## src/rtl/mirsel_pkg.sv

```systemverilog
package mirsel_pkg;
   // bit positions inside one port's control register
   localparam int unsigned CFG_RX_BIT  = 0;
   localparam int unsigned CFG_TX_BIT  = 1;
   localparam int unsigned CFG_MON_BIT = 2;
   localparam int unsigned CFG_W       = 3;

   typedef enum logic {
      MODE_UNION     = 1'b0,
      MODE_INTERSECT = 1'b1
   } mir_mode_e;
endpackage

```

## src/rtl/mirsel_cfg.sv

```systemverilog
module mirsel_cfg
   import mirsel_pkg::*;
#(
   parameter int unsigned NPORTS = 3,
   parameter int unsigned AW     = $clog2(NPORTS + 1)
) (
   input  logic              clk,
   input  logic              rst_n,
   input  logic              we,
   input  logic [AW-1:0]     addr,
   input  logic [CFG_W-1:0]  wdata,
   output logic [NPORTS-1:0] rx_vec,
   output logic [NPORTS-1:0] tx_vec,
   output logic [NPORTS-1:0] mon_vec,
   output mir_mode_e         mode
);
   localparam logic [AW-1:0] GLOBAL_ADDR = AW'(NPORTS);

   generate
      if ((1 << AW) <= NPORTS) begin : g_bad_aw
         $error("mirsel_cfg: AW too narrow for NPORTS+1 registers");
      end
   endgenerate

   for (genvar p = 0; p < NPORTS; p++) begin : g_port
      logic [CFG_W-1:0] reg_q;
      always_ff @(posedge clk) begin
         if (!rst_n)
            reg_q <= '0;
         else if (we && addr == AW'(p))
            reg_q <= wdata;
      end
      assign rx_vec[p]  = reg_q[CFG_RX_BIT];
      assign tx_vec[p]  = reg_q[CFG_TX_BIT];
      assign mon_vec[p] = reg_q[CFG_MON_BIT];
   end

   always_ff @(posedge clk) begin
      if (!rst_n)
         mode <= MODE_UNION;
      else if (we && addr == GLOBAL_ADDR)
         mode <= mir_mode_e'(wdata[0]);
   end
endmodule

```

## src/rtl/mirsel_monpick.sv

```systemverilog
module mirsel_monpick #(
   parameter int unsigned NPORTS = 3
) (
   input  logic [NPORTS-1:0] mon_vec,
   output logic [NPORTS-1:0] mon_oh,
   output logic              mon_any
);
   // lowest set bit wins
   always_comb begin
      mon_oh = mon_vec & (~mon_vec + NPORTS'(1));
      mon_any = |mon_vec;
   end


   always_comb begin
      mon_onehot_chk: assert ($onehot0(mon_oh))
         else $error("monitor selection not one-hot: %b", mon_oh);
   end
endmodule

```

## src/rtl/mirsel_decide.sv

```systemverilog
module mirsel_decide
   import mirsel_pkg::*;
#(
   parameter int unsigned NPORTS       = 3,
   parameter bit          INTERSECT_EN = 1'b1,
   parameter int unsigned PW           = (NPORTS > 1) ? $clog2(NPORTS) : 1
) (
   input  logic [PW-1:0]     src,
   input  logic [NPORTS-1:0] mask,
   input  logic [NPORTS-1:0] rx_vec,
   input  logic [NPORTS-1:0] tx_vec,
   input  logic [NPORTS-1:0] mon_oh,
   input  logic              mon_any,
   input  mir_mode_e         mode,
   output logic [NPORTS-1:0] mask_out
);
   localparam int unsigned SPAN = 1 << PW;

   logic [SPAN-1:0] rx_pad;
   logic [SPAN-1:0] mon_pad;
   logic            rx_hit;
   logic            tx_hit;
   logic            self_mon;
   logic            want_copy;
   logic            copy;

   always_comb begin
      rx_pad   = SPAN'(rx_vec);
      mon_pad  = SPAN'(mon_oh);
      rx_hit   = rx_pad[src];
      self_mon = mon_pad[src];
      tx_hit   = |(mask & tx_vec);
   end

   generate
      if (INTERSECT_EN) begin : g_both_modes
         always_comb
            want_copy = (mode == MODE_INTERSECT) ? (rx_hit & tx_hit)
                                                 : (rx_hit | tx_hit);
      end else begin : g_union_only
         always_comb want_copy = rx_hit | tx_hit;
      end
   endgenerate

   always_comb begin
      copy     = mon_any & (|mask) & ~self_mon & want_copy;
      mask_out = mask | (copy ? mon_oh : '0);
   end
endmodule

```

## src/rtl/mirror_mask_sel.sv

```systemverilog
module mirror_mask_sel
   import mirsel_pkg::*;
#(
   parameter int unsigned NPORTS       = 3,
   parameter bit          INTERSECT_EN = 1'b1,
   localparam int unsigned PW          = (NPORTS > 1) ? $clog2(NPORTS) : 1,
   localparam int unsigned CFG_AW      = $clog2(NPORTS + 1)
) (
   input  logic              clk,
   input  logic              rst_n,
   input  logic              cfg_we,
   input  logic [CFG_AW-1:0] cfg_addr,
   input  logic [2:0]        cfg_wdata,
   input  logic              req_valid,
   output logic              req_ready,
   input  logic [PW-1:0]     req_src,
   input  logic [NPORTS-1:0] req_mask,
   output logic              out_valid,
   input  logic              out_ready,
   output logic [NPORTS-1:0] out_mask
);
   generate
      if (NPORTS < 2 || NPORTS > 16) begin : g_bad_ports
         $error("mirror_mask_sel: NPORTS must lie in 2..16");
      end
   endgenerate

   logic [NPORTS-1:0] rx_vec, tx_vec, mon_vec, mon_oh, dec_mask;
   logic              mon_any;
   mir_mode_e         mode;
   logic              accept;

   mirsel_cfg #(.NPORTS(NPORTS), .AW(CFG_AW)) u_cfg (
      .clk(clk), .rst_n(rst_n), .we(cfg_we), .addr(cfg_addr), .wdata(cfg_wdata),
      .rx_vec(rx_vec), .tx_vec(tx_vec), .mon_vec(mon_vec), .mode(mode)
   );

   mirsel_monpick #(.NPORTS(NPORTS)) u_pick (
      .mon_vec(mon_vec), .mon_oh(mon_oh), .mon_any(mon_any)
   );

   mirsel_decide #(.NPORTS(NPORTS), .INTERSECT_EN(INTERSECT_EN), .PW(PW)) u_dec (
      .src(req_src), .mask(req_mask), .rx_vec(rx_vec), .tx_vec(tx_vec),
      .mon_oh(mon_oh), .mon_any(mon_any), .mode(mode), .mask_out(dec_mask)
   );

   assign req_ready = ~out_valid | out_ready;
   assign accept    = req_valid & req_ready;

   always_ff @(posedge clk) begin
      if (!rst_n) begin
         out_valid <= 1'b0;
         out_mask  <= '0;
      end else if (accept) begin
         out_valid <= 1'b1;
         out_mask  <= dec_mask;
      end else if (out_ready) begin
         out_valid <= 1'b0;
      end
   end


   hold_under_stall_chk: assert property (@(posedge clk) disable iff (!rst_n)
      (out_valid && !out_ready) |=> (out_valid && $stable(out_mask)));


   accept_gives_valid_chk: assert property (@(posedge clk) disable iff (!rst_n)
      accept |=> out_valid);


   keeps_lookup_chk: assert property (@(posedge clk) disable iff (!rst_n)
      accept |=> ((out_mask & $past(req_mask)) == $past(req_mask)));


   one_extra_chk: assert property (@(posedge clk) disable iff (!rst_n)
      accept |=> ($countones(out_mask & ~$past(req_mask)) <= 1));


   empty_stays_empty_chk: assert property (@(posedge clk) disable iff (!rst_n)
      (accept && req_mask == '0) |=> (out_mask == '0));


   no_monitor_pass_chk: assert property (@(posedge clk) disable iff (!rst_n)
      (accept && !mon_any) |=> (out_mask == $past(req_mask)));


   self_monitor_pass_chk: assert property (@(posedge clk) disable iff (!rst_n)
      (accept && (int'(req_src) < NPORTS) && ((mon_oh >> req_src) & NPORTS'(1)) != '0)
      |=> (out_mask == $past(req_mask)));
endmodule

```

## config.mk

```make
export PLATFORM = sky130hd
export DESIGN_NAME = mirror_mask_sel
export DESIGN_NICKNAME = d
export VERILOG_FILES = /design/src/rtl/mirsel_pkg.sv /design/src/rtl/mirsel_cfg.sv /design/src/rtl/mirsel_monpick.sv /design/src/rtl/mirsel_decide.sv /design/src/rtl/mirror_mask_sel.sv
export SDC_FILE = /design/constraint.sdc
export NUM_CORES = 1
export LEC_CHECK = 0
export ABC_AREA = 1
export BUFFER_PORTS_ARGS = -buffer_cell sky130_fd_sc_hd__buf_2
export CORE_MARGIN = 1
export CORE_UTILIZATION = 48
export DETAILED_ROUTE_END_ITERATION = 8
export PLACE_DENSITY = 0.78
export SLEW_MARGIN = 10
export SYNTH_ARGS = -nofsm -noshare
export SYNTH_HDL_FRONTEND = slang
export SYNTH_SLANG_ARGS = --single-unit
```

## constraint.sdc

```tcl
create_clock -name clk -period 1.15 [get_ports clk]
set_input_delay 0.115 -clock clk [delete_from_list [all_inputs] [get_ports clk]]
set_output_delay 0.115 -clock clk [all_outputs]
set_load 0.05 [all_outputs]
```

Word level (Yosys, flattened, before mapping). Cells that the tools add are included. W data, S select, Z words.

Bits in registers: 14. Input port bits: 15. Output and inout bits: 5.

$add $sub $neg: 1. Order comparisons: 1. Equal/unequal tests: 3. Muxes and demuxes: 8. Bitwise logic cells: 13. Reduce and logical (&&, ||, !) cells: 9.

Operators by type and width (count): $reduce_or A3 Y1 (3); $and A3 B3 Y3 (2); $and A1 B1 Y1 (5); $mux W1 (5); $bmux W1 S2 (2); $eq A2 B2 Y1 const B (2); $logic_and A1 B1 Y1 (4); $add A3 B1 Y3 const B (1); $lt A2 B3 Y1 const B (1); $mux W3 (1); $not A3 Y3 (1); $or A3 B3 Y3 (1); $eq A2 B1 Y1 const B (1); $logic_not A2 Y1 (1); $not A1 Y1 (2); $or A1 B1 Y1 (2); $reduce_bool A2 Y1 (1).

Depth between registers and ports, before layout.
Depth in word-level cells: 10. Gate-level depth with buffers: 8. Gate-level depth less buffers: 8.

Hierarchy. Synthesis repeated with hierarchy kept, for this count alone.

Cell total of the unflattened synthesis: 131. Area, all modules: 822.0 um^2.

By module, submodules not included: mirsel_cfg (times used 1, cells each 68, area each 466.7 um^2, sequential area each 200.2 um^2); mirror_mask_sel (times used 1, cells each 23, area each 170.2 um^2, sequential area each 80.1 um^2); mirsel_decide (times used 1, cells each 32, area each 145.1 um^2, sequential area each 0.0 um^2); mirsel_monpick (times used 1, cells each 8, area each 40.0 um^2, sequential area each 0.0 um^2).

Worst setup path before layout. No wires, ideal clock.

Kind: reg2reg. Start: reg out_valid. End: reg out_mask[0]. Library setup time: 0.120 ns. Data arrival time: 1.553 ns. Setup slack: -0.523 ns. Cell stages (with the launch flop): 6. Buffers on the path: 0. Cell sequence: dfxtp_1 > nand2_1 > nand2_1 > inv_1 > o21ai_0 > a21oi_1.

Cells in the longest elaborated chain, start to end: 3.

Ends and longest elaborated chain: start: declaration (line mirror_mask_sel.sv:18) `output logic out_valid,`; start signal: assignment (line mirror_mask_sel.sv:52) `out_valid <= 1'b0;`; start signal: assignment (line mirror_mask_sel.sv:55) `out_valid <= 1'b1;`; start signal: assignment (line mirror_mask_sel.sv:58) `out_valid <= 1'b0;`; $not A1 Y1 (line mirror_mask_sel.sv:47) `assign req_ready = ~out_valid | out_ready;`; $or A1 B1 Y1 (line mirror_mask_sel.sv:47); named net req_ready (line mirror_mask_sel.sv:15) `output logic req_ready,`; $and A1 B1 Y1 (line mirror_mask_sel.sv:48) `assign accept = req_valid & req_ready;`; end signal: assignment (line mirror_mask_sel.sv:56) `out_mask <= dec_mask;`; end: declaration (line mirror_mask_sel.sv:20) `output logic [NPORTS-1:0] out_mask`.

The timed path passes the listed nets, and every way through them passes these cells. A chain may end at the register's enable or synchronous reset.

Worst setup path in the final report.
Start: reg out_valid. End: out req_ready.

Cells in the longest elaborated chain, start to end: 2.

Ends and longest elaborated chain (line): $not A1 Y1 (mirror_mask_sel.sv:47); $or A1 B1 Y1 (mirror_mask_sel.sv:47); end: declaration (mirror_mask_sel.sv:15).

No other way between the ends.

==> metrics.txt <==
Worst-Skew Late Latency=0.29 ns; Clock Pin Slew Worst Setup and Hold Paths=0.09 ns; synth-to-layout area growth=27.31%; CTS tree=built; vias in the first global route=556; element type at the critical path end=primary output; Num Clock Sinks=14; Site Rows=13; ANT cells=0; CP Launch Type=register; cell area after synthesis=664.4 um^2; CP max FO=3; Vias=between 700 and 800; drt total wl=around 1500 um; CTS Buffer Depth=2; P per Cell Area=approximately 1300 mW/mm^2; post-layout net count=142; largest net degree at the start of global routing=15; First DRT Iteration DRCs=17; crit-path max cell delay=0.36 ns; fmax=around 940 MHz; Final setup viols=0; hold_buf cts=0; Synth async-reset ratio=0; EDFF count, synth=0; Peak VDD IR=a little under 0.9 mV; cell taking the most area after synthesis=dfxtp_1; worst hold-check path type=in2reg; htree depth=1; Synthesized Nets=116; Post-synth top cells=21 x nor2_1, 17 x nand2_1, 14 x dfxtp_1, 14 x inv_1, 14 x o21ai_0; initial core utilization=0.5106; top area cells in the synthesized netlist=dfxtp_1 42%, nor2_1 12%, o21ai_0 11%, nand2_1 9.6%, inv_1 7.9%; crit path kind=reg2out; DP Area=just over 800 um^2; Initial DRT Pass Iterations=4; first-pass GRT wire length=around 2200 um; post-route cell area=845.8 um^2; Synth Warn #=0; RSZ-0062 raised after global routing=no; GRT Total Usage=0.2180; fin. max-slew vios=0; initial antenna violation count=0; Seq/Total Area, Yosys=0.4218; status=completed; grt total ovfl=0; DRC viols=0; core area=0.001301 mm^2; Final period util=0.9279; ys flop type=dfxtp_1; drt wl/cell=10.77 um; Setup TNS=0 ns; CTS buffer count=3; Cells after Synth=101; count leader, synth=nor2_1; worst slew pin tran=roughly 0.24 ns; Tmin final=1.067 ns; Critical-path top delay cell=dfxtp_4; Lkg Pwr=0.0004214 uW; buffers added on ports=19; Placer Congestion=0.8185; CP required=around 1 ns; die width=between 30 and 40 um; die height=39.21 um; Final ANT Viol Nets=0; DP HPWL=around 1200 um; share of layout cells above drive strength 1=0.2460; Vias/cell=approximately 5.3; # IOs=20; Hold Fails Final Rpt=0; relative slew slack=0.8404; total die area=0.001537 mm^2; fill count=126; Setup Skew=0.005906 ns; Critical Path, Cell by Cell=nand2_4 > buf_2; WP data arrival=0.95 ns; Max Cap Viol=0; FF+latch count, synth=14; Netlist cell types=14; Synth top area share=0.4218; root buffer cell=clkbuf_4; Mean Syn Cell Area=6.578 um^2
layer usage:
layer,global-route usage,vias to the layer above,wire length (um)
met3,0.05202,4,94
met1,0.2413,336,648
met4,0.1293,0,23
li1,-,382,-
met2,0.3708,30,752
met5,0,-,0
cell usage in the layout (no fill, tap or decap), drive strengths merged, types with 4 or more instances in the layout:
cell    synthesis  final
buf             0     22
inv            14     14
nor2           22     22
clkbuf          1      4
a21oi           7      7
nand4           4      4
dfxtp          14     14
nand2          17     17
o21ai          14     14
power by group:
group	internal [uW]	switching [uW]	total (uW)
Sequential	514	18.8	532
Combinational	66.9	131	198
Clock	193	173	366
Total	773	323	1100
cells by family after synthesis:
| logic type | Yosys count | synth area share |
|---|---|---|
| buf+inv | 15 | 0.08474 |
| compound gates | 22 | 0.1752 |
| simple gates | 50 | 0.3183 |
| flops | 14 | 0.4218 |
area by class of cell:
| cell class | instances | area, um^2 | area share |
|---|---|---|---|
| multi-input cells | 72 | 335.3 | 0.3965 |
| flip-flops and latches | 14 | 285.3 | 0.3373 |
| repair buffers | 22 | 117.6 | 0.1391 |
| inverters | 14 | 52.55 | 0.06213 |
| clock buffers | 4 | 36.28 | 0.04290 |
| well taps | 15 | 18.77 | 0.02219 |
final timing paths:
| check | from | endpoint | slack, ns | depth (start not counted) |
|---|---|---|---|---|
| setup / recovery | out_valid$_SDFFE_PN0P_ | req_ready | 0.08 | 2 |
| hold / removal | cfg_wdata[1] | u_cfg.g_port[0].reg_q[1]$_SDFFE_PN0P_ | 0.09 | 3 |
| setup reg to reg | u_cfg.g_port[0].reg_q[2]$_SDFFE_PN0P_ | out_mask[2]$_SDFFE_PN0P_ | 0.12 | 6 |
| hold reg to reg | u_cfg.mode$_SDFFE_PN0P_ | u_cfg.mode$_SDFFE_PN0P_ | 0.48 | 2 |
metrics by stage:
step | setup slack [ns] | std cells | utilization | total power [uW] | hold WS, ns
floorplan | 0.06263 | 101 | - | 668.9 | 0.2499
global placement | 0.1257 | 137 | 0.6212 | 737.1 | 0.3795
detailed placement | 0.07844 | 137 | 0.6212 | 740.6 | 0.3789
CTS | 0.05748 | 141 | 0.6490 | 1105 | 0.07695
global route | 0.02689 | 141 | 0.6500 | 1144 | 0.1005
finish | 0.08291 | 141 | 0.6500 | 1096 | 0.08640
flip-flops by register name (all words and copies together), names as in the netlist:
name                count
out_valid               1
out_mask                3
u_cfg.g_port.reg_q      9
u_cfg.mode              1
what timing repair did:
action / in CTS / in global routing
buffers inserted: 0 / 0
gates resized for setup: 0 / 1
setup endpoints to repair: 0 / 3
critical path, delay by kind of cell, from the launching register on:
family / cells / cell delay, ns
flip-flops: 1 / 0.36
buffers and inverters: 1 / 0.25
AND/OR/NAND/NOR: 1 / 0.06
(Power assumes the default switching activity.)
